`src/rtl/clkout_pkg.sv`:
```
package clkout_pkg;
  typedef enum logic [1:0] {
    ST_RUN  = 2'd0,
    ST_OFF  = 2'd1,
    ST_PDN  = 2'd2,
    ST_LOCK = 2'd3
  } gate_st_t;
endpackage

```
`src/rtl/ctl_sync.sv`:
```
module ctl_sync #(
  parameter int STAGES = 2
) (
  input  logic clk,
  input  logic rst,
  input  logic din,
  output logic dout
);
  logic [STAGES-1:0] sh;

  always_ff @(posedge clk) begin
    if (rst) sh <= '1;
    else     sh <= {sh[STAGES-2:0], din};
  end

  assign dout = sh[STAGES-1];
endmodule

```
`src/rtl/ckdiv_core.sv`:
```
module ckdiv_core #(
  parameter int SEL_W = 3
) (
  input  logic             clk,
  input  logic             rst,
  input  logic             clr,
  input  logic             tick,
  input  logic [SEL_W-1:0] sel,
  output logic             div_q
);
  localparam int CNT_W = (1 << SEL_W) - 1;

  logic [CNT_W-1:0] cnt;
  logic [CNT_W:0]   span;
  logic [CNT_W-1:0] lim;

  assign span = (CNT_W+1)'(1) << sel;
  assign lim  = CNT_W'(span - 1'b1);

  always_ff @(posedge clk) begin
    if (rst || clr) begin
      cnt   <= '0;
      div_q <= 1'b0;
    end else if (tick) begin
      if (cnt >= lim) begin
        cnt   <= '0;
        div_q <= ~div_q;
      end else begin
        cnt <= cnt + 1'b1;
      end
    end
  end


  hold_chk: assert property (@(posedge clk) disable iff (rst)
    (!tick && !clr) |=> $stable(div_q));


  clr_low_chk: assert property (@(posedge clk) disable iff (rst)
    clr |=> !div_q);
endmodule

```
`src/rtl/gate_fsm.sv`:
```
module gate_fsm
  import clkout_pkg::*;
(
  input  logic     clk,
  input  logic     rst,
  input  logic     ctl_raw_n,
  input  logic     ctl_sync_n,
  input  logic     mode_pd,
  input  logic     timing_sync,
  input  logic     lock_in,
  input  logic     div_q,
  output gate_st_t state
);
  gate_st_t state_n;
  logic     off_req;
  logic     phase_ok;
  logic     past_ok;

  assign off_req  = timing_sync ? !ctl_sync_n : !ctl_raw_n;
  assign phase_ok = !timing_sync || !div_q;

  always_comb begin
    state_n = state;
    unique case (state)
      ST_RUN:  if (off_req && phase_ok) state_n = mode_pd ? ST_PDN : ST_OFF;
      ST_OFF: begin
        if (off_req && mode_pd)          state_n = ST_PDN;
        else if (!off_req && phase_ok)   state_n = ST_RUN;
      end
      ST_PDN:  if (!off_req) state_n = ST_LOCK;
      ST_LOCK: begin
        if (off_req)      state_n = mode_pd ? ST_PDN : ST_OFF;
        else if (lock_in) state_n = ST_RUN;
      end
      default: state_n = ST_RUN;
    endcase
  end

  always_ff @(posedge clk) begin
    if (rst) begin
      state   <= ST_RUN;
      past_ok <= 1'b0;
    end else begin
      state   <= state_n;
      past_ok <= 1'b1;
    end
  end


  sync_leave_low_chk: assert property (@(posedge clk) disable iff (rst)
    (past_ok && timing_sync && $past(timing_sync) && $past(state) == ST_RUN
     && state != ST_RUN) |-> !$past(div_q));


  sync_enter_low_chk: assert property (@(posedge clk) disable iff (rst)
    (past_ok && timing_sync && $past(timing_sync) && $past(state) == ST_OFF
     && state == ST_RUN) |-> !$past(div_q));


  lock_wait_chk: assert property (@(posedge clk) disable iff (rst)
    (state == ST_LOCK && !lock_in) |=> state != ST_RUN);
endmodule

```
`src/rtl/clkout_stage.sv`:
```
module clkout_stage
  import clkout_pkg::*;
#(
  parameter int SEL_W       = 3,
  parameter int SYNC_STAGES = 2
) (
  input  logic             clk,
  input  logic             rst,
  input  logic             pll_ce,
  input  logic             xtal_ce,
  input  logic [SEL_W-1:0] div_sel,
  input  logic             src_sel,
  input  logic             pm_pd,
  input  logic             sync_tm,
  input  logic             ctl_n,
  input  logic             lock_in,
  output logic             clk_out,
  output logic             out_en,
  output logic             pd_req
);
  gate_st_t         state;
  logic [SEL_W-1:0] sel_q;
  logic             src_q;
  logic             ctl_s_n;
  logic             tick;
  logic             div_q;
  logic             clr;
  logic             cfg_open;
  logic             past_ok;

  ctl_sync #(.STAGES(SYNC_STAGES)) u_sync (
    .clk  (clk),
    .rst  (rst),
    .din  (ctl_n),
    .dout (ctl_s_n)
  );

  assign cfg_open = (state == ST_OFF) || (state == ST_PDN);

  always_ff @(posedge clk) begin
    if (rst || cfg_open) begin
      sel_q <= div_sel;
      src_q <= src_sel;
    end
    if (rst) past_ok <= 1'b0;
    else     past_ok <= 1'b1;
  end

  assign tick = src_q ? xtal_ce : pll_ce;
  assign clr  = (state == ST_PDN) || (state == ST_LOCK);

  ckdiv_core #(.SEL_W(SEL_W)) u_div (
    .clk   (clk),
    .rst   (rst),
    .clr   (clr),
    .tick  (tick),
    .sel   (sel_q),
    .div_q (div_q)
  );

  gate_fsm u_fsm (
    .clk         (clk),
    .rst         (rst),
    .ctl_raw_n   (ctl_n),
    .ctl_sync_n  (ctl_s_n),
    .mode_pd     (pm_pd),
    .timing_sync (sync_tm),
    .lock_in     (lock_in),
    .div_q       (div_q),
    .state       (state)
  );

  assign clk_out = div_q && ((state == ST_RUN) || (state == ST_OFF));
  assign out_en  = (state != ST_OFF);
  assign pd_req  = (state == ST_PDN);


  pd_low_chk: assert property (@(posedge clk) disable iff (rst)
    pd_req |-> (!clk_out && out_en));


  cfg_hold_chk: assert property (@(posedge clk) disable iff (rst)
    (past_ok && state == ST_RUN && $past(state) == ST_RUN)
      |-> ($stable(sel_q) && $stable(src_q)));
endmodule

```
`config.mk`:
```
export PLATFORM = sky130hd
export DESIGN_NAME = clkout_stage
export DESIGN_NICKNAME = d
export VERILOG_FILES = /design/src/rtl/clkout_pkg.sv /design/src/rtl/ctl_sync.sv /design/src/rtl/ckdiv_core.sv /design/src/rtl/gate_fsm.sv /design/src/rtl/clkout_stage.sv
export SDC_FILE = /design/constraint.sdc
export NUM_CORES = 1
export LEC_CHECK = 0
export ABC_AREA = 0
export CAP_MARGIN = 5
export CORE_UTILIZATION = 51
export DETAILED_ROUTE_END_ITERATION = 8
export GPL_TIMING_DRIVEN = 0
export PLACE_DENSITY = 0.76
export SLEW_MARGIN = 20
export SYNTH_ARGS = -nofsm -noshare
export SYNTH_HDL_FRONTEND = slang
export SYNTH_SLANG_ARGS = --single-unit
```
`constraint.sdc`:
```
create_clock -name clk -period 2.4 [get_ports clk]
set_input_delay 0.48 -clock clk [delete_from_list [all_inputs] [get_ports clk]]
set_output_delay 0.48 -clock clk [all_outputs]
set_load 0.01 [all_outputs]
```
==> impl_metrics.env <==
export IMPL_tns_ns=0
export IMPL_numClockSinks=16
export IMPL_grt_pass1_wl_um=2640
export IMPL_p_leak_nw=0.468
export IMPL_fin_total_pwr_mw=0.790
export IMPL_p_r_area_growth_vs_syn_pct=21.3
export IMPL_die_height_um=45.1
export IMPL_row_count=15
export IMPL_root_buffer="sky130_fd_sc_hd__clkbuf_4"
export IMPL_vdd_drop_max_v=0.000430
export IMPL_period_share_pct=93.7
export IMPL_fp_dieW_um=45.1
export IMPL_wl_per_cell_um=11.6
export IMPL_vias=762
export IMPL_gr_usage_met3_pct=6.00
export IMPL_worst_slew_pin_slew_ns=0.502
export IMPL_r2r_path_start="sel_q[2]$_DFFE_PP_"
export IMPL_final_worst_clock_skew_ns=0.00667
export IMPL_insertedDiodeCount=0
export IMPL_run_status="finished clean"
export IMPL_cts_hold_buffers=0
export IMPL_drt_pass1_iterations=4
export IMPL_cellPowerDensity_mw_per_mm2=688
export IMPL_fp_dieArea_mm2=0.00203
export IMPL_critical_path_class="reg -> out"
export IMPL_r2r_end="u_div.div_q$_SDFFE_PP0P_"
export IMPL_clkSlewWorstSetupHoldPaths_ns=0.09
export IMPL_synth_seq_area_share_pct=38.0
export IMPL_placed_cell_area_mm2=0.00112
export IMPL_worst_endpoint_required_ns=1.92
export IMPL_setup_viol=0
export IMPL_critical_path_arrival_ns=1.77
export IMPL_synth_distinct_cells=28
export IMPL_timing_reg2reg_worst_path_depth=7
export IMPL_period_minus_slack_ns=2.25
export IMPL_post_synth_cell_area_avg_um2=9.38
export IMPL_fin_area_mm2=0.00115
export IMPL_final_weighted_congestion_in_routability_driven_placement=0.900
export IMPL_pin_count_of_the_biggest_net_entering_global_routing=10
export IMPL_timing_hold_violations_final=0
export IMPL_numPortBuffers=14
export IMPL_timing_max_cap_violations=0
export IMPL_fin_nets=145
export IMPL_h_tree_depth=1
export IMPL_use_met1_pct=23.3
export IMPL_cts_tree="yes"
export IMPL_dp_hpwl_um=1370
export IMPL_grt_use_total_pct=17.8
export IMPL_kind_of_capture_point_of_the_worst_setup_path="output pin"
export IMPL_number_of_antenna_violations_at_the_first_check_in_global_routing=0
export IMPL_gr_max_usage_layer="met2"
export IMPL_detail_route_drc_violations=0
export IMPL_critical_path_endpoint="clk_out"
export IMPL_synth_seq_cells=16
export IMPL_holdCritPathClass="reg -> reg"
export IMPL_routed_via_density=5.29
export IMPL_global_route_usage_met2_pct=29.6
export IMPL_clockBufferDepth=2
export IMPL_worstPathMaxFanout=5
export IMPL_cts_inserted_buffers=3
export IMPL_detailed_route_wire_length_um=1670
export IMPL_clock_insertion_delay_worst_skew_ns=0.28
export IMPL_dr_first_iter_drc_count=30
export IMPL_reg2reg_setup_slack_ns=0.22
export IMPL_synth_warning_count=0
export IMPL_route_antenna_remaining_nets=0
export IMPL_rsz0062_at_grt="no"
export IMPL_crit_path_start_kind="flop"
export IMPL_timing_critical_path_from="u_fsm.state[0]$_SDFFE_PP0P_"
export IMPL_layout_drive_gt1_share_pct=8.40
export IMPL_final_max_slew_violation_count=0
export IMPL_core_region_area_mm2=0.00173
export IMPL_synthCells=101
export IMPL_starting_density_of_the_core_pct=54.9
export IMPL_syn_num_nets=126
export IMPL_mappedNetlistArea_um2=947
export IMPL_maxSlewHeadroom_pct=65.6
export IMPL_vias_in_the_first_global_route=648
export IMPL_global_route_overflow_total=0
export IMPL_pin_count=15
export IMPL_max_clock_freq_mhz=445
==> cell families after synthesis <==
kind of cell	count (synthesis)	share of synthesized area, %
xor+xnor	4	3.70
mux	5	5.42
buf+inv	7	2.77
fa+ha+maj	13	17.2
compound gates	20	14.7
flops	16	38.0
simple gates	36	18.2
==> metal layers <==
layer  part of all wire [%]  vias up
li1                       -      400
met1                     47      344
met2                     49       18
met3                    4.3        0
met4                      0        0
met5                      0        -
==> Yosys cell counts <==
cell                        number  area (um2)
sky130_fd_sc_hd__a2111oi_2       1        15.0
sky130_fd_sc_hd__a211oi_1        2        15.0
sky130_fd_sc_hd__a21boi_0        1        7.51
sky130_fd_sc_hd__a21o_1          1        7.51
sky130_fd_sc_hd__a21oi_1         6        30.0
sky130_fd_sc_hd__a32o_1          1        10.0
sky130_fd_sc_hd__dfxtp_1        12         240
sky130_fd_sc_hd__edfxtp_1        4         120
sky130_fd_sc_hd__ha_1           13         163
sky130_fd_sc_hd__inv_1           7        26.3
sky130_fd_sc_hd__mux2_2          1        11.3
sky130_fd_sc_hd__mux2i_1         4        40.0
sky130_fd_sc_hd__nand2_1         5        18.8
sky130_fd_sc_hd__nand2b_1        2        12.5
sky130_fd_sc_hd__nand3_1         4        20.0
sky130_fd_sc_hd__nand4_1         2        12.5
sky130_fd_sc_hd__nor2_1         13        48.8
sky130_fd_sc_hd__nor3_1          3        15.0
sky130_fd_sc_hd__nor3b_1         1        7.51
sky130_fd_sc_hd__o21a_1          1        7.51
sky130_fd_sc_hd__o21ai_0         4        20.0
sky130_fd_sc_hd__o21ai_1         1        5.00
sky130_fd_sc_hd__o221a_2         1        11.3
sky130_fd_sc_hd__o311a_1         1        10.0
sky130_fd_sc_hd__or2_2           3        18.8
sky130_fd_sc_hd__or3_1           3        18.8
sky130_fd_sc_hd__xnor2_1         1        8.76
sky130_fd_sc_hd__xor2_1          3        26.3
==> report_power, final <==
group	internal, mW	switching, mW	total [mW]	leakage, nW
Sequential	0.317	0.0406	0.358	0.138
Combinational	0.140	0.148	0.288	0.315
Clock	0.0645	0.0799	0.144	0.0150
==> flip-flops by register name (all words and copies together) (netlist names), named ones only <==
register     flops
u_div.cnt        7
u_div.div_q      1
sel_q            3
src_q            1
u_fsm.state      1
u_sync.sh        2
==> through the flow <==
stage | utilization [%] | hold WS (ns) | worst slack [ns] | std cells
after floorplan | - | 0.389 | 0.347 | 101
after global placement | 64.8 | 0.397 | 0.127 | 140
after detailed placement | 64.8 | 0.397 | 0.0885 | 140
after CTS | 66.3 | 0.420 | 0.0799 | 144
after global routing | 66.5 | 0.430 | 0.0600 | 144
final | 66.5 | 0.410 | 0.151 | 144
==> how the worst min path moves through the flow <==
stage	cells after the start	slack [ns]	start	endpoint
after floorplan	1	0.39	u_sync.sh[0]$_SDFF_PP1_	u_sync.sh[1]$_SDFF_PP1_
after global placement	1	0.40	u_sync.sh[0]$_SDFF_PP1_	u_sync.sh[1]$_SDFF_PP1_
after detailed placement	1	0.40	u_sync.sh[0]$_SDFF_PP1_	u_sync.sh[1]$_SDFF_PP1_
after CTS	1	0.42	u_sync.sh[0]$_SDFF_PP1_	u_sync.sh[1]$_SDFF_PP1_
after global routing	1	0.43	u_sync.sh[0]$_SDFF_PP1_	u_sync.sh[1]$_SDFF_PP1_
final	1	0.41	u_sync.sh[0]$_SDFF_PP1_	u_sync.sh[1]$_SDFF_PP1_
==> placed cells by master, fill, tap and decap left out, types with 2 or more instances in the layout <==
cell / count
sky130_fd_sc_hd__xor2_1: 3
sky130_fd_sc_hd__clkbuf_4: 3
sky130_fd_sc_hd__ha_1: 13
sky130_fd_sc_hd__mux2i_1: 4
sky130_fd_sc_hd__o21ai_0: 4
sky130_fd_sc_hd__clkdlybuf4s50_1: 14
sky130_fd_sc_hd__dfxtp_1: 12
sky130_fd_sc_hd__edfxtp_1: 4
sky130_fd_sc_hd__or3_1: 3
sky130_fd_sc_hd__or2_2: 3
sky130_fd_sc_hd__nand2_1: 5
sky130_fd_sc_hd__nor2_1: 13
sky130_fd_sc_hd__nand2b_1: 2
sky130_fd_sc_hd__nor3_1: 3
sky130_fd_sc_hd__inv_1: 7
sky130_fd_sc_hd__nand4_1: 2
sky130_fd_sc_hd__a21oi_1: 6
sky130_fd_sc_hd__nand3_1: 4
sky130_fd_sc_hd__a211oi_1: 2
==> critical path: stages (launching register included) <==
cell and delay, ns:
sky130_fd_sc_hd__dfxtp_1 0.44, sky130_fd_sc_hd__inv_1 0.12, sky130_fd_sc_hd__ha_1 0.26, sky130_fd_sc_hd__o21a_1 0.20
sky130_fd_sc_hd__clkdlybuf4s50_1 0.47
==> cell type report <==
class                      instances  area, um2
clock buffer                       4       26.3
inverter                           7       26.3
timing repair buffer              14        140
tap                               25       31.3
sequential                        16        360
multi-input combinational         78        564
fill                             159        578
==> what timing repair did <==
action                                 in CTS  in global routing
setup buffers                               0                  0
setup endpoints to repair                   0                  1
endpoints found under the hold margin       0                  0
resized for setup                           0                  1
Power figures use the tool's default switching activity.
